### src/rtl/i2s_tx_pkg.sv
package i2s_tx_pkg;

    typedef enum logic [1:0] {
        ST_IDLE = 2'd0,
        ST_ZERO = 2'd1,
        ST_RUN  = 2'd2
    } tx_state_e;

    // Out-of-range slot lengths fall back to the full word width.
    function automatic int clamp_res(input int res, input int word_w);
        return ((res < 2) || (res > word_w)) ? word_w : res;
    endfunction

endpackage

### src/rtl/i2s_tx_clkdiv.sv
module i2s_tx_clkdiv #(
    parameter int RATIO_W = 8
) (
    input  logic               clk,
    input  logic               rst,
    input  logic               run,
    input  logic [RATIO_W-1:0] ratio,
    output logic               sck,
    output logic               tick_fall
);
    localparam int CNT_W = RATIO_W + 1;

    logic [CNT_W-1:0] cnt_q;
    logic             sck_q;
    logic             term;

    assign term      = (cnt_q == ({1'b0, ratio} + CNT_W'(1)));
    assign tick_fall = run && term && sck_q;
    assign sck       = sck_q;

    always_ff @(posedge clk) begin
        if (rst || !run) begin
            cnt_q <= '0;
            sck_q <= 1'b0;
        end else if (term) begin
            cnt_q <= '0;
            sck_q <= ~sck_q;
        end else begin
            cnt_q <= cnt_q + CNT_W'(1);
        end
    end
endmodule

### src/rtl/i2s_tx_shifter.sv
module i2s_tx_shifter #(
    parameter int WORD_W = 32,
    parameter int RES_W  = 6
) (
    input  logic              clk,
    input  logic              rst,
    input  logic              load,
    input  logic              shift,
    input  logic [RES_W-1:0]  res,
    input  logic [WORD_W-1:0] word,
    output logic              sd
);
    localparam int SH_W = RES_W + 1;

    logic [WORD_W-1:0] shreg_q;
    logic [SH_W-1:0]   align;

    // Left-justify the low res bits so the slot MSB sits on top.
    assign align = SH_W'(WORD_W) - {1'b0, res};
    assign sd    = shreg_q[WORD_W-1];

    always_ff @(posedge clk) begin
        if (rst) begin
            shreg_q <= '0;
        end else if (load) begin
            shreg_q <= word << align;
        end else if (shift) begin
            shreg_q <= shreg_q << 1;
        end
    end
endmodule

### src/rtl/i2s_tx_fsm.sv
module i2s_tx_fsm
    import i2s_tx_pkg::*;
#(
    parameter int WORD_W  = 32,
    parameter int RATIO_W = 8,
    parameter int RES_W   = 6
) (
    input  logic               clk,
    input  logic               rst,
    input  logic               tx_en,
    input  logic [RATIO_W-1:0] ratio_cfg,
    input  logic [RES_W-1:0]   res_cfg,
    input  logic [WORD_W-1:0]  fifo_data,
    input  logic               fifo_empty,
    input  logic               tick_fall,
    output logic               run,
    output logic [RATIO_W-1:0] ratio_lat,
    output logic [RES_W-1:0]   res_lat,
    output logic               ld,
    output logic               shf,
    output logic [WORD_W-1:0]  ld_word,
    output logic               pop,
    output logic               ws,
    output tx_state_e          state
);
    tx_state_e          state_q, state_d;
    logic               ch_q;
    logic [RES_W-1:0]   bit_q;
    logic               ws_q;
    logic [RATIO_W-1:0] ratio_q;
    logic [RES_W-1:0]   res_q;
    logic               last_bit;

    assign last_bit  = (bit_q == (res_q - 1'b1));
    assign run       = (state_q != ST_IDLE);
    assign ratio_lat = ratio_q;
    assign res_lat   = res_q;
    assign ws        = ws_q;
    assign state     = state_q;

    // State register
    always_ff @(posedge clk) begin
        if (rst) state_q <= ST_IDLE;
        else     state_q <= state_d;
    end

    // Next state and per-slot strobes
    always_comb begin
        state_d = state_q;
        ld      = 1'b0;
        shf     = 1'b0;
        pop     = 1'b0;
        ld_word = '0;
        unique case (state_q)
            ST_IDLE: begin
                if (tx_en) begin
                    state_d = ST_ZERO;
                    ld      = 1'b1;
                end
            end
            ST_ZERO, ST_RUN: begin
                if (tick_fall) begin
                    if (!last_bit) begin
                        shf = 1'b1;
                    end else begin
                        ld = 1'b1;
                        if (!ch_q) begin
                            if ((state_q == ST_RUN) && !fifo_empty) begin
                                ld_word = fifo_data;
                                pop     = 1'b1;
                            end
                        end else if (tx_en) begin
                            state_d = ST_RUN;
                            if (!fifo_empty) begin
                                ld_word = fifo_data;
                                pop     = 1'b1;
                            end
                        end else begin
                            state_d = ST_IDLE;
                        end
                    end
                end
            end
            default: state_d = ST_IDLE;
        endcase
    end

    // Slot position, word select and captured configuration
    always_ff @(posedge clk) begin
        if (rst) begin
            ch_q    <= 1'b0;
            bit_q   <= '0;
            ws_q    <= 1'b0;
            ratio_q <= '0;
            res_q   <= RES_W'(WORD_W);
        end else if (state_q == ST_IDLE) begin
            ch_q  <= 1'b0;
            bit_q <= '0;
            ws_q  <= 1'b0;
            if (tx_en) begin
                ratio_q <= ratio_cfg;
                res_q   <= RES_W'(clamp_res(int'(res_cfg), WORD_W));
            end
        end else if (tick_fall) begin
            if (!last_bit) begin
                bit_q <= bit_q + 1'b1;
                ws_q  <= ((bit_q + 1'b1) == (res_q - 1'b1)) ? ~ch_q : ch_q;
            end else begin
                bit_q <= '0;
                ch_q  <= ~ch_q;
                ws_q  <= ~ch_q;
            end
        end
    end
endmodule

### src/rtl/i2s_tx_serializer.sv
module i2s_tx_serializer
    import i2s_tx_pkg::*;
#(
    parameter int WORD_W  = 32,
    parameter int RATIO_W = 8,
    parameter int RES_W   = 6
) (
    input  logic               mclk,
    input  logic               rst,
    input  logic               tx_en,
    input  logic [RATIO_W-1:0] ratio_cfg,
    input  logic [RES_W-1:0]   res_cfg,
    input  logic [WORD_W-1:0]  fifo_data,
    input  logic               fifo_empty,
    output logic               fifo_pop,
    output logic               sck,
    output logic               ws,
    output logic               sd
);
    logic               run;
    logic               tick_fall;
    logic [RATIO_W-1:0] ratio_lat;
    logic [RES_W-1:0]   res_lat;
    logic               ld;
    logic               shf;
    logic [WORD_W-1:0]  ld_word;
    tx_state_e          fsm_state;

    i2s_tx_fsm #(
        .WORD_W (WORD_W),
        .RATIO_W(RATIO_W),
        .RES_W  (RES_W)
    ) fsm_i (
        .clk       (mclk),
        .rst       (rst),
        .tx_en     (tx_en),
        .ratio_cfg (ratio_cfg),
        .res_cfg   (res_cfg),
        .fifo_data (fifo_data),
        .fifo_empty(fifo_empty),
        .tick_fall (tick_fall),
        .run       (run),
        .ratio_lat (ratio_lat),
        .res_lat   (res_lat),
        .ld        (ld),
        .shf       (shf),
        .ld_word   (ld_word),
        .pop       (fifo_pop),
        .ws        (ws),
        .state     (fsm_state)
    );

    i2s_tx_clkdiv #(
        .RATIO_W(RATIO_W)
    ) div_i (
        .clk      (mclk),
        .rst      (rst),
        .run      (run),
        .ratio    (ratio_lat),
        .sck      (sck),
        .tick_fall(tick_fall)
    );

    i2s_tx_shifter #(
        .WORD_W(WORD_W),
        .RES_W (RES_W)
    ) shf_i (
        .clk  (mclk),
        .rst  (rst),
        .load (ld),
        .shift(shf),
        .res  (res_lat),
        .word (ld_word),
        .sd   (sd)
    );
endmodule

### config.mk
export PLATFORM = sky130hd
export DESIGN_NAME = i2s_tx_serializer
export DESIGN_NICKNAME = d
export VERILOG_FILES = /design/src/rtl/i2s_tx_pkg.sv /design/src/rtl/i2s_tx_clkdiv.sv /design/src/rtl/i2s_tx_shifter.sv /design/src/rtl/i2s_tx_fsm.sv /design/src/rtl/i2s_tx_serializer.sv
export SDC_FILE = /design/constraint.sdc
export NUM_CORES = 1
export LEC_CHECK = 0
export ABC_AREA = 1
export BUFFER_PORTS_ARGS = -buffer_cell sky130_fd_sc_hd__buf_4
export CORE_MARGIN = 8
export CORE_UTILIZATION = 38
export DETAILED_ROUTE_END_ITERATION = 7
export SETUP_SLACK_MARGIN = 0.3
export SYNTH_ARGS = -nofsm -noshare
export SYNTH_HDL_FRONTEND = slang
export SYNTH_SLANG_ARGS = --single-unit
### constraint.sdc
create_clock -name mclk -period 6.9 [get_ports mclk]
set_clock_uncertainty 0.1 [all_clocks]
set_input_delay 0 -clock mclk [delete_from_list [all_inputs] [get_ports mclk]]
set_output_delay 0 -clock mclk [all_outputs]
set_load 0.05 [all_outputs]
==> flow_metrics.env, run 1 <==
export IMPL_drt_wl_total_um=19900
export IMPL_routabilityCongestion=0.941
export IMPL_synth_xor_area_share_pct=2.59
export IMPL_routedWlPerCell_um=15.3
export IMPL_ys_flop_type="dfxtp_1"
export IMPL_async_flop_share_pct=0
export IMPL_grt_pass1_wl_um=33500
export IMPL_root_buffer="clkbuf_16"
export IMPL_cts_setup_buffers=0
export IMPL_hold_path_class="primary input to flip-flop"
export IMPL_path_clk_slew_ns=0.05
export IMPL_fillers=1788
export IMPL_yosysWarnings=0
export IMPL_hold_violations=0
export IMPL_reg2regPathDepth=18
export IMPL_synth_compound_area_share_pct=14.6
export IMPL_synth_most_common_cell="nand2_1"
export IMPL_drcViolationCount=0
export IMPL_finalSetupViolCount=0
export IMPL_setup_ws_ns=2.20
export IMPL_synth_fp_nets=1117
export IMPL_rrSetupSlack_ns=2.20
export IMPL_synth_area_leaders="dfxtp_1 22%, nand2_1 17%, nand3_1 16%"
export IMPL_synth_yosys_seq_area_share_pct=21.7
export IMPL_power_leakage_nw=3.01
export IMPL_synth_cell_type_count=37
export IMPL_synth_edf_count=0
export IMPL_dp_slack_ns=2.26
export IMPL_synth_top_cell_area_share_pct=21.7
export IMPL_drt_first_iter_violations=448
export IMPL_die_w_um=143
export IMPL_area_delta_synth_final_pct=14.9
export IMPL_dp_hpwl_um=14700
export IMPL_vias=7054
export IMPL_finalSetupTns_ns=0
export IMPL_syn_area_per_cell_um2=5.76
export IMPL_cts_tree="done"
export IMPL_syn_area_um2=6100
export IMPL_fin_nets=1139
export IMPL_worst_skew_pair_late_latency_ns=0.34
export IMPL_io_buffers=53
export IMPL_clkPwrFrac_pct=35.2
export IMPL_max_cap_viol_count=0
export IMPL_p_per_area_nw_per_um2=190
export IMPL_synthAdderAreaFrac_pct=1.64
export IMPL_critPathRequiredTime_ns=7.07
export IMPL_global_route_usage_total_pct=20.2
export IMPL_register_area_um2=1320
export IMPL_worstMarginPinSlew_ns=1.17
export IMPL_diodes=0
export IMPL_ctsResizeCount=0
export IMPL_synthCells=1059
export IMPL_rsz0062_at_grt="no"
export IMPL_vias_per_cell=5.42
export IMPL_internal_power_w=0.000851
export IMPL_layout_drive_gt1_share_pct=10.7
export IMPL_status="finished, final reports clean"
export IMPL_slew_headroom_pct=21.6
export IMPL_core_area_um2=15800
export IMPL_rows=46
export IMPL_pwr_share_seq_pct=31.8
export IMPL_fp_dieH_um=143
export IMPL_clock_path_buffers=2
export IMPL_start_kind="flip-flop"
export IMPL_design_die_area_um2=20400
export IMPL_vdd_ir_drop_max_mv=0.124
export IMPL_grt_pass1_vias=6763
export IMPL_synth_common_cells="271 x nand2_1, 193 x nand3_1, 95 x o21ai_0, 86 x nor2_1, 70 x inv_1"
export IMPL_antenna_found_initial=0
export IMPL_yosys_area_share_simple_pct=49.5
export IMPL_whs_path_depth=7
export IMPL_period_share_pct=68.2
export IMPL_critPathMaxFanout=46
export IMPL_maxSlewViolCount=0
export IMPL_fin_util_pct=44.4
export IMPL_htree_levels=3
export IMPL_grt_start_max_net_pins=54
export IMPL_finalCriticalPeriod_ns=4.70
export IMPL_synthMuxAreaShare_pct=0
export IMPL_synth_top_family_by_area="simple AND/OR/NAND/NOR gates"
export IMPL_switching_share_pct=36.2
export IMPL_comb_power_share_pct=33.0
export IMPL_synth_top_area_cell="dfxtp_1"
export IMPL_clock_fmax_mhz=213
export IMPL_ys_seq_elements=66
export IMPL_switching_power_w=0.000483
export IMPL_grt_overflow=0
export IMPL_cp_end_kind="flip-flop"
export IMPL_multi_input_area_um2=4180
export IMPL_cts_sinks=66
export IMPL_cts_buffers=9
export IMPL_worst_setup_path_type="flip-flop to flip-flop"
export IMPL_ios=54
export IMPL_cp_arrival_ns=4.87
export IMPL_antenna_left=0
export IMPL_initial_core_util_pct=38.7
export IMPL_first_pass_iters=5
## power by group through the flow
stage / registers (W) / logic (W) / clock network (W)
finish: 0.000424 / 0.000440 / 0.000470
global route: 0.000427 / 0.000491 / 0.000497
CTS: 0.000424 / 0.000435 / 0.000482
detailed placement: 0.000431 / 0.000425 / 0
global placement: 0.000431 / 0.000426 / 0
floorplan: 0.000426 / 0.000319 / 0
## final timing paths
kind	startpoint	end
worst max register to register	fsm_i.res_lat[0]$_SDFFE_PP0P_	shf_i.shreg_q[3]$_SDFFE_PP0P_
worst min-delay path	fifo_data[0]	shf_i.shreg_q[0]$_SDFFE_PP0P_
worst max-delay path	fsm_i.res_lat[0]$_SDFFE_PP0P_	shf_i.shreg_q[3]$_SDFFE_PP0P_
worst min register to register	shf_i.shreg_q[0]$_SDFFE_PP0P_	shf_i.shreg_q[0]$_SDFFE_PP0P_
## stage by stage
| step | power [W] | hold slack [ns] | area, µm² | std cells |
|---|---|---|---|---|
| 2_1_floorplan | 0.000745 | 0.0414 | 6100 | 1059 |
| 3_3_place_gp | 0.000858 | 0.168 | 6510 | 1267 |
| 3_5_place_dp | 0.000856 | 0.170 | 6510 | 1267 |
| 4_1_cts | 0.00134 | 0.266 | 7010 | 1301 |
| 5_1_grt | 0.00142 | 0.366 | 7010 | 1301 |
| 6_report | 0.00133 | 0.305 | 7010 | 1301 |
## cells in the final DEF, fill, tap and decap left out, types with 2 or more instances in the layout
cell,instances
inv_2,7
o211ai_1,3
nor2_4,6
nand3_1,193
a211oi_1,6
or2_2,3
ha_1,8
nor3_1,11
buf_4,60
nor4_1,2
clkbuf_8,3
nand2_1,271
nand4_1,60
nor2_1,86
nand2_2,9
nor2_2,6
o21ai_0,95
dlygate4sd3_1,19
o22ai_1,2
dfxtp_1,66
inv_1,70
nand3_2,5
xnor2_1,5
xor2_1,12
a21oi_4,2
clkbuf_16,9
o21ai_1,3
a21oi_1,50
## state kept, by name, summed over array words and instances (netlist names)
| name | count |
|---|---|
| fsm_i.state | 2 |
| fsm_i.res_lat | 6 |
| fsm_i.ch_q | 1 |
| div_i.sck | 1 |
| fsm_i.ws | 1 |
| shf_i.shreg_q | 32 |
| fsm_i.ratio_lat | 8 |
| fsm_i.bit_q | 6 |
| div_i.cnt_q | 9 |
## critical path: stages, from the launching register on
cell and delay (ns):
dfxtp_1 0.32, inv_2 0.54, nand2_1 0.11, nand2_1 0.10
nand2_1 0.05, buf_4 0.25, inv_2 0.40, nor2_1 0.07
nor2_1 0.14, nand3_2 0.27, nor2_4 0.73, nand2_2 0.19
a21oi_4 0.21, nand2_2 0.12, a21oi_4 0.49, inv_2 0.17
nor2_1 0.16, a211oi_1 0.06, nor2_1 0.13
## kinds of logic after synthesis
family | count (synthesis)
AO/OA/AOI/OAI | 165
adder cells (fa/ha/maj) | 8
flip-flops | 66
XOR/XNOR | 18
AND/OR/NAND/NOR | 656
buffers and inverters | 146
## layer usage
| metal | global-route usage, % | up-vias | routed length [µm] |
|---|---|---|---|
| met5 | 0 | - | 0 |
| met4 | 11.6 | 0 | 922 |
| met3 | 2.94 | 55 | 911 |
| met2 | 32.3 | 206 | 9020 |
| met1 | 25.5 | 3172 | 9020 |
| li1 | - | 3621 | - |
## area by class of cell
cell class,instances,share of cell area (%)
flip-flops and latches,66,18.9
inverters,78,4.18
clock buffers,13,3.86
repair buffers,79,9.14
multi-input cells,847,59.6
clock inverters,2,0.500
well taps,216,3.86
## what timing repair did
item	in CTS	in global routing
hold endpoints to repair	17	0
endpoints found under the setup margin	0	0
hold buffers	19	0
Note: power is estimated with default switching activity, not from simulation.
==> inputs of run 2 (changes only) <==
==> constraint.sdc (replaced) <==
create_clock -name mclk -period 3.85 [get_ports mclk]
set_clock_uncertainty 0.1 [all_clocks]
set_input_delay 0 -clock mclk [delete_from_list [all_inputs] [get_ports mclk]]
set_output_delay 0 -clock mclk [all_outputs]
set_load 0.05 [all_outputs]
==> flow_metrics.env, run 2 (same netlist as run 1, synthesis figures left out) <==
export IMPL_status="finished, final reports clean"
export IMPL_rows=46
export IMPL_drcViolationCount=0
export IMPL_endpoint="shf_i.shreg_q[3]$_SDFFE_PP0P_"
export IMPL_ios=54
export IMPL_most_common_layout_cells="271 x nand2_1, 193 x nand3_1, 95 x o21ai_0, 86 x nor2_1"
export IMPL_antenna_left=0
export IMPL_crit_family="simple AND/OR/NAND/NOR gates"
export IMPL_design_die_area_um2=20400
export IMPL_timing_rr_end="shf_i.shreg_q[3]$_SDFFE_PP0P_"
export IMPL_cp_depth=17
export IMPL_grt_pass1_wl_um=33000
export IMPL_fillers=1749
export IMPL_top_register="shf_i.shreg_q"
export IMPL_finalCriticalPeriod_ns=3.21
export IMPL_clock_path_buffers=2
export IMPL_critPathMaxStageDelay_ns=0.37
export IMPL_finalSetupTns_ns=0
export IMPL_reg2regPathDepth=17
export IMPL_cp_end_kind="flip-flop"
export IMPL_cts_tree="done"
export IMPL_path_clk_slew_ns=0.06
export IMPL_first_pass_iters=5
export IMPL_core_area_um2=15800
export IMPL_critPathMaxFanout=22
export IMPL_grt_overflow=0
export IMPL_worst_skew_pair_late_latency_ns=0.34
export IMPL_worst_setup_path_type="flip-flop to flip-flop"
export IMPL_fin_nets=1151
export IMPL_cp_startpoint="fsm_i.res_lat[1]$_SDFFE_PP0P_"
export IMPL_cp_arrival_ns=3.39
export IMPL_cts_sinks=66
export IMPL_dp_hpwl_um=14600
export IMPL_maxSlewViolCount=0
export IMPL_hold_violations=0
export IMPL_max_cap_viol_count=0
export IMPL_hold_path_class="primary input to flip-flop"
export IMPL_critical_path_buf_inv_count=3
export IMPL_drt_first_iter_violations=574
export IMPL_critPathRequiredTime_ns=4.02
export IMPL_layout_drive_gt1_share_pct=11.7
export IMPL_dp_slack_ns=0.575
export IMPL_vias=7122
export IMPL_start_kind="flip-flop"
export IMPL_initial_core_util_pct=38.7
export IMPL_rrSetupSlack_ns=0.64
export IMPL_worstMarginPinSlew_ns=1.00
export IMPL_grt_start_max_net_pins=41
export IMPL_vias_per_cell=5.42
export IMPL_root_buffer="clkbuf_16"
export IMPL_drt_wl_total_um=19600
export IMPL_die_w_um=143
export IMPL_routabilityCongestion=0.900
export IMPL_p_per_area_nw_per_um2=362
export IMPL_final_common_cell="nand2_1"
export IMPL_cpMostUsedCell="nor2_1"
export IMPL_cp_slowest_cell="dfxtp_1"
export IMPL_rsz0062_at_grt="no"
export IMPL_global_route_usage_total_pct=19.8
export IMPL_cts_buffers=9
export IMPL_area_delta_synth_final_pct=18.0
export IMPL_period_share_pct=83.5
export IMPL_antenna_found_initial=0
export IMPL_whs_path_depth=7
export IMPL_routedWlPerCell_um=14.9
export IMPL_fp_dieH_um=143
export IMPL_htree_levels=3
export IMPL_reg2reg_from="fsm_i.res_lat[1]$_SDFFE_PP0P_"
export IMPL_crit_chain="inv_1, ha_1, xnor2_1, nor2_1, nand3_1, nor2_1, nand3_4, nor2_4, nand2_2, a21oi_4, nand2_2, a21oi_4, buf_4, inv_2, nor2_1, a211oi_1, nor2_1"
export IMPL_diodes=0
export IMPL_power_leakage_nw=3.10
export IMPL_largest_reg_flops=32
export IMPL_io_buffers=53
export IMPL_vdd_ir_drop_max_mv=0.203
export IMPL_slew_headroom_pct=32.9
export IMPL_setup_ws_ns=0.635
export IMPL_clock_fmax_mhz=311
export IMPL_finalSetupViolCount=0
export IMPL_grt_pass1_vias=6597
==> run 2: changes by cell type in the layout (fill, tap and decap cells not counted), sizes merged <==
| cell | change |
|---|---|
| clkinv | -1 |
| buf | +11 |
| clkinvlp | +1 |
| inv | +1 |
| dlygate4sd3 | +1 |
| clkbuf | -3 |
| bufinv | +3 |
==> run 2: layer usage <==
metal | global-route usage (%) | up-vias | wire, µm
met2 | 32.8 | 224 | 9060
met1 | 25.4 | 3222 | 8890
met4 | 7.72 | 0 | 571
met5 | 0 | - | 0
li1 | - | 3645 | -
met3 | 3.07 | 31 | 1090
==> run 2: timing repair <==
item / in CTS / in global routing
gates resized for setup: 0 / 2
hold buffers: 20 / 0
hold endpoints to repair: 18 / 0
buffers inserted: 0 / 0
setup endpoints to repair: 0 / 14
==> run 2: power breakdown <==
| part | leakage (nW) | internal, W | switching [W] |
|---|---|---|---|
| clock network | 0.179 | 0.000718 | 0.000326 |
| logic | 2.38 | 0.000266 | 0.000539 |
| registers | 0.541 | 0.000725 | 0.0000334 |
| total | 3.10 | 0.00171 | 0.000898 |
==> run 2: cell type report <==
class	count	area [µm²]	share of cell area, %
well taps	216	270	3.76
clock inverters	6	136	1.90
flip-flops and latches	66	1320	18.4
clock buffers	10	239	3.32
repair buffers	91	746	10.4
inverters	78	293	4.07
multi-input cells	847	4190	58.2
==> run 2: worst min path at each step <==
stage                             from                              end  slack, ns
final                     fifo_data[0]    shf_i.shreg_q[0]$_SDFFE_PP0P_       0.29
after global routing      fifo_data[0]    shf_i.shreg_q[6]$_SDFFE_PP0P_       0.38
after CTS                 fifo_data[0]    shf_i.shreg_q[0]$_SDFFE_PP0P_       0.28
after detailed placement  ratio_cfg[5]  fsm_i.ratio_lat[5]$_SDFFE_PP0P_       0.16
after global placement    ratio_cfg[5]  fsm_i.ratio_lat[5]$_SDFFE_PP0P_       0.16
after floorplan             res_cfg[2]    fsm_i.res_lat[2]$_SDFFE_PP0P_       0.04
==> run 2: metrics by stage <==
step / hold WS (ns) / total power, W / instances / area [µm²] / util [%]
2_1_floorplan: 0.0414 / 0.00133 / 1059 / 6100 / -
3_3_place_gp: 0.164 / 0.00155 / 1278 / 6610 / 41.9
3_5_place_dp: 0.158 / 0.00155 / 1278 / 6610 / 41.9
4_1_cts: 0.276 / 0.00262 / 1314 / 7180 / 45.5
5_1_grt: 0.375 / 0.00275 / 1314 / 7200 / 45.6
6_report: 0.287 / 0.00261 / 1314 / 7200 / 45.6
==> run 2: tightest hold or removal path, stage by stage <==
cell,delay (ns)
buf_4,0.11
inv_1,0.08
nor2_1,0.08
nand4_1,0.17
inv_1,0.07
nand4_1,0.10
a21oi_1,0.07
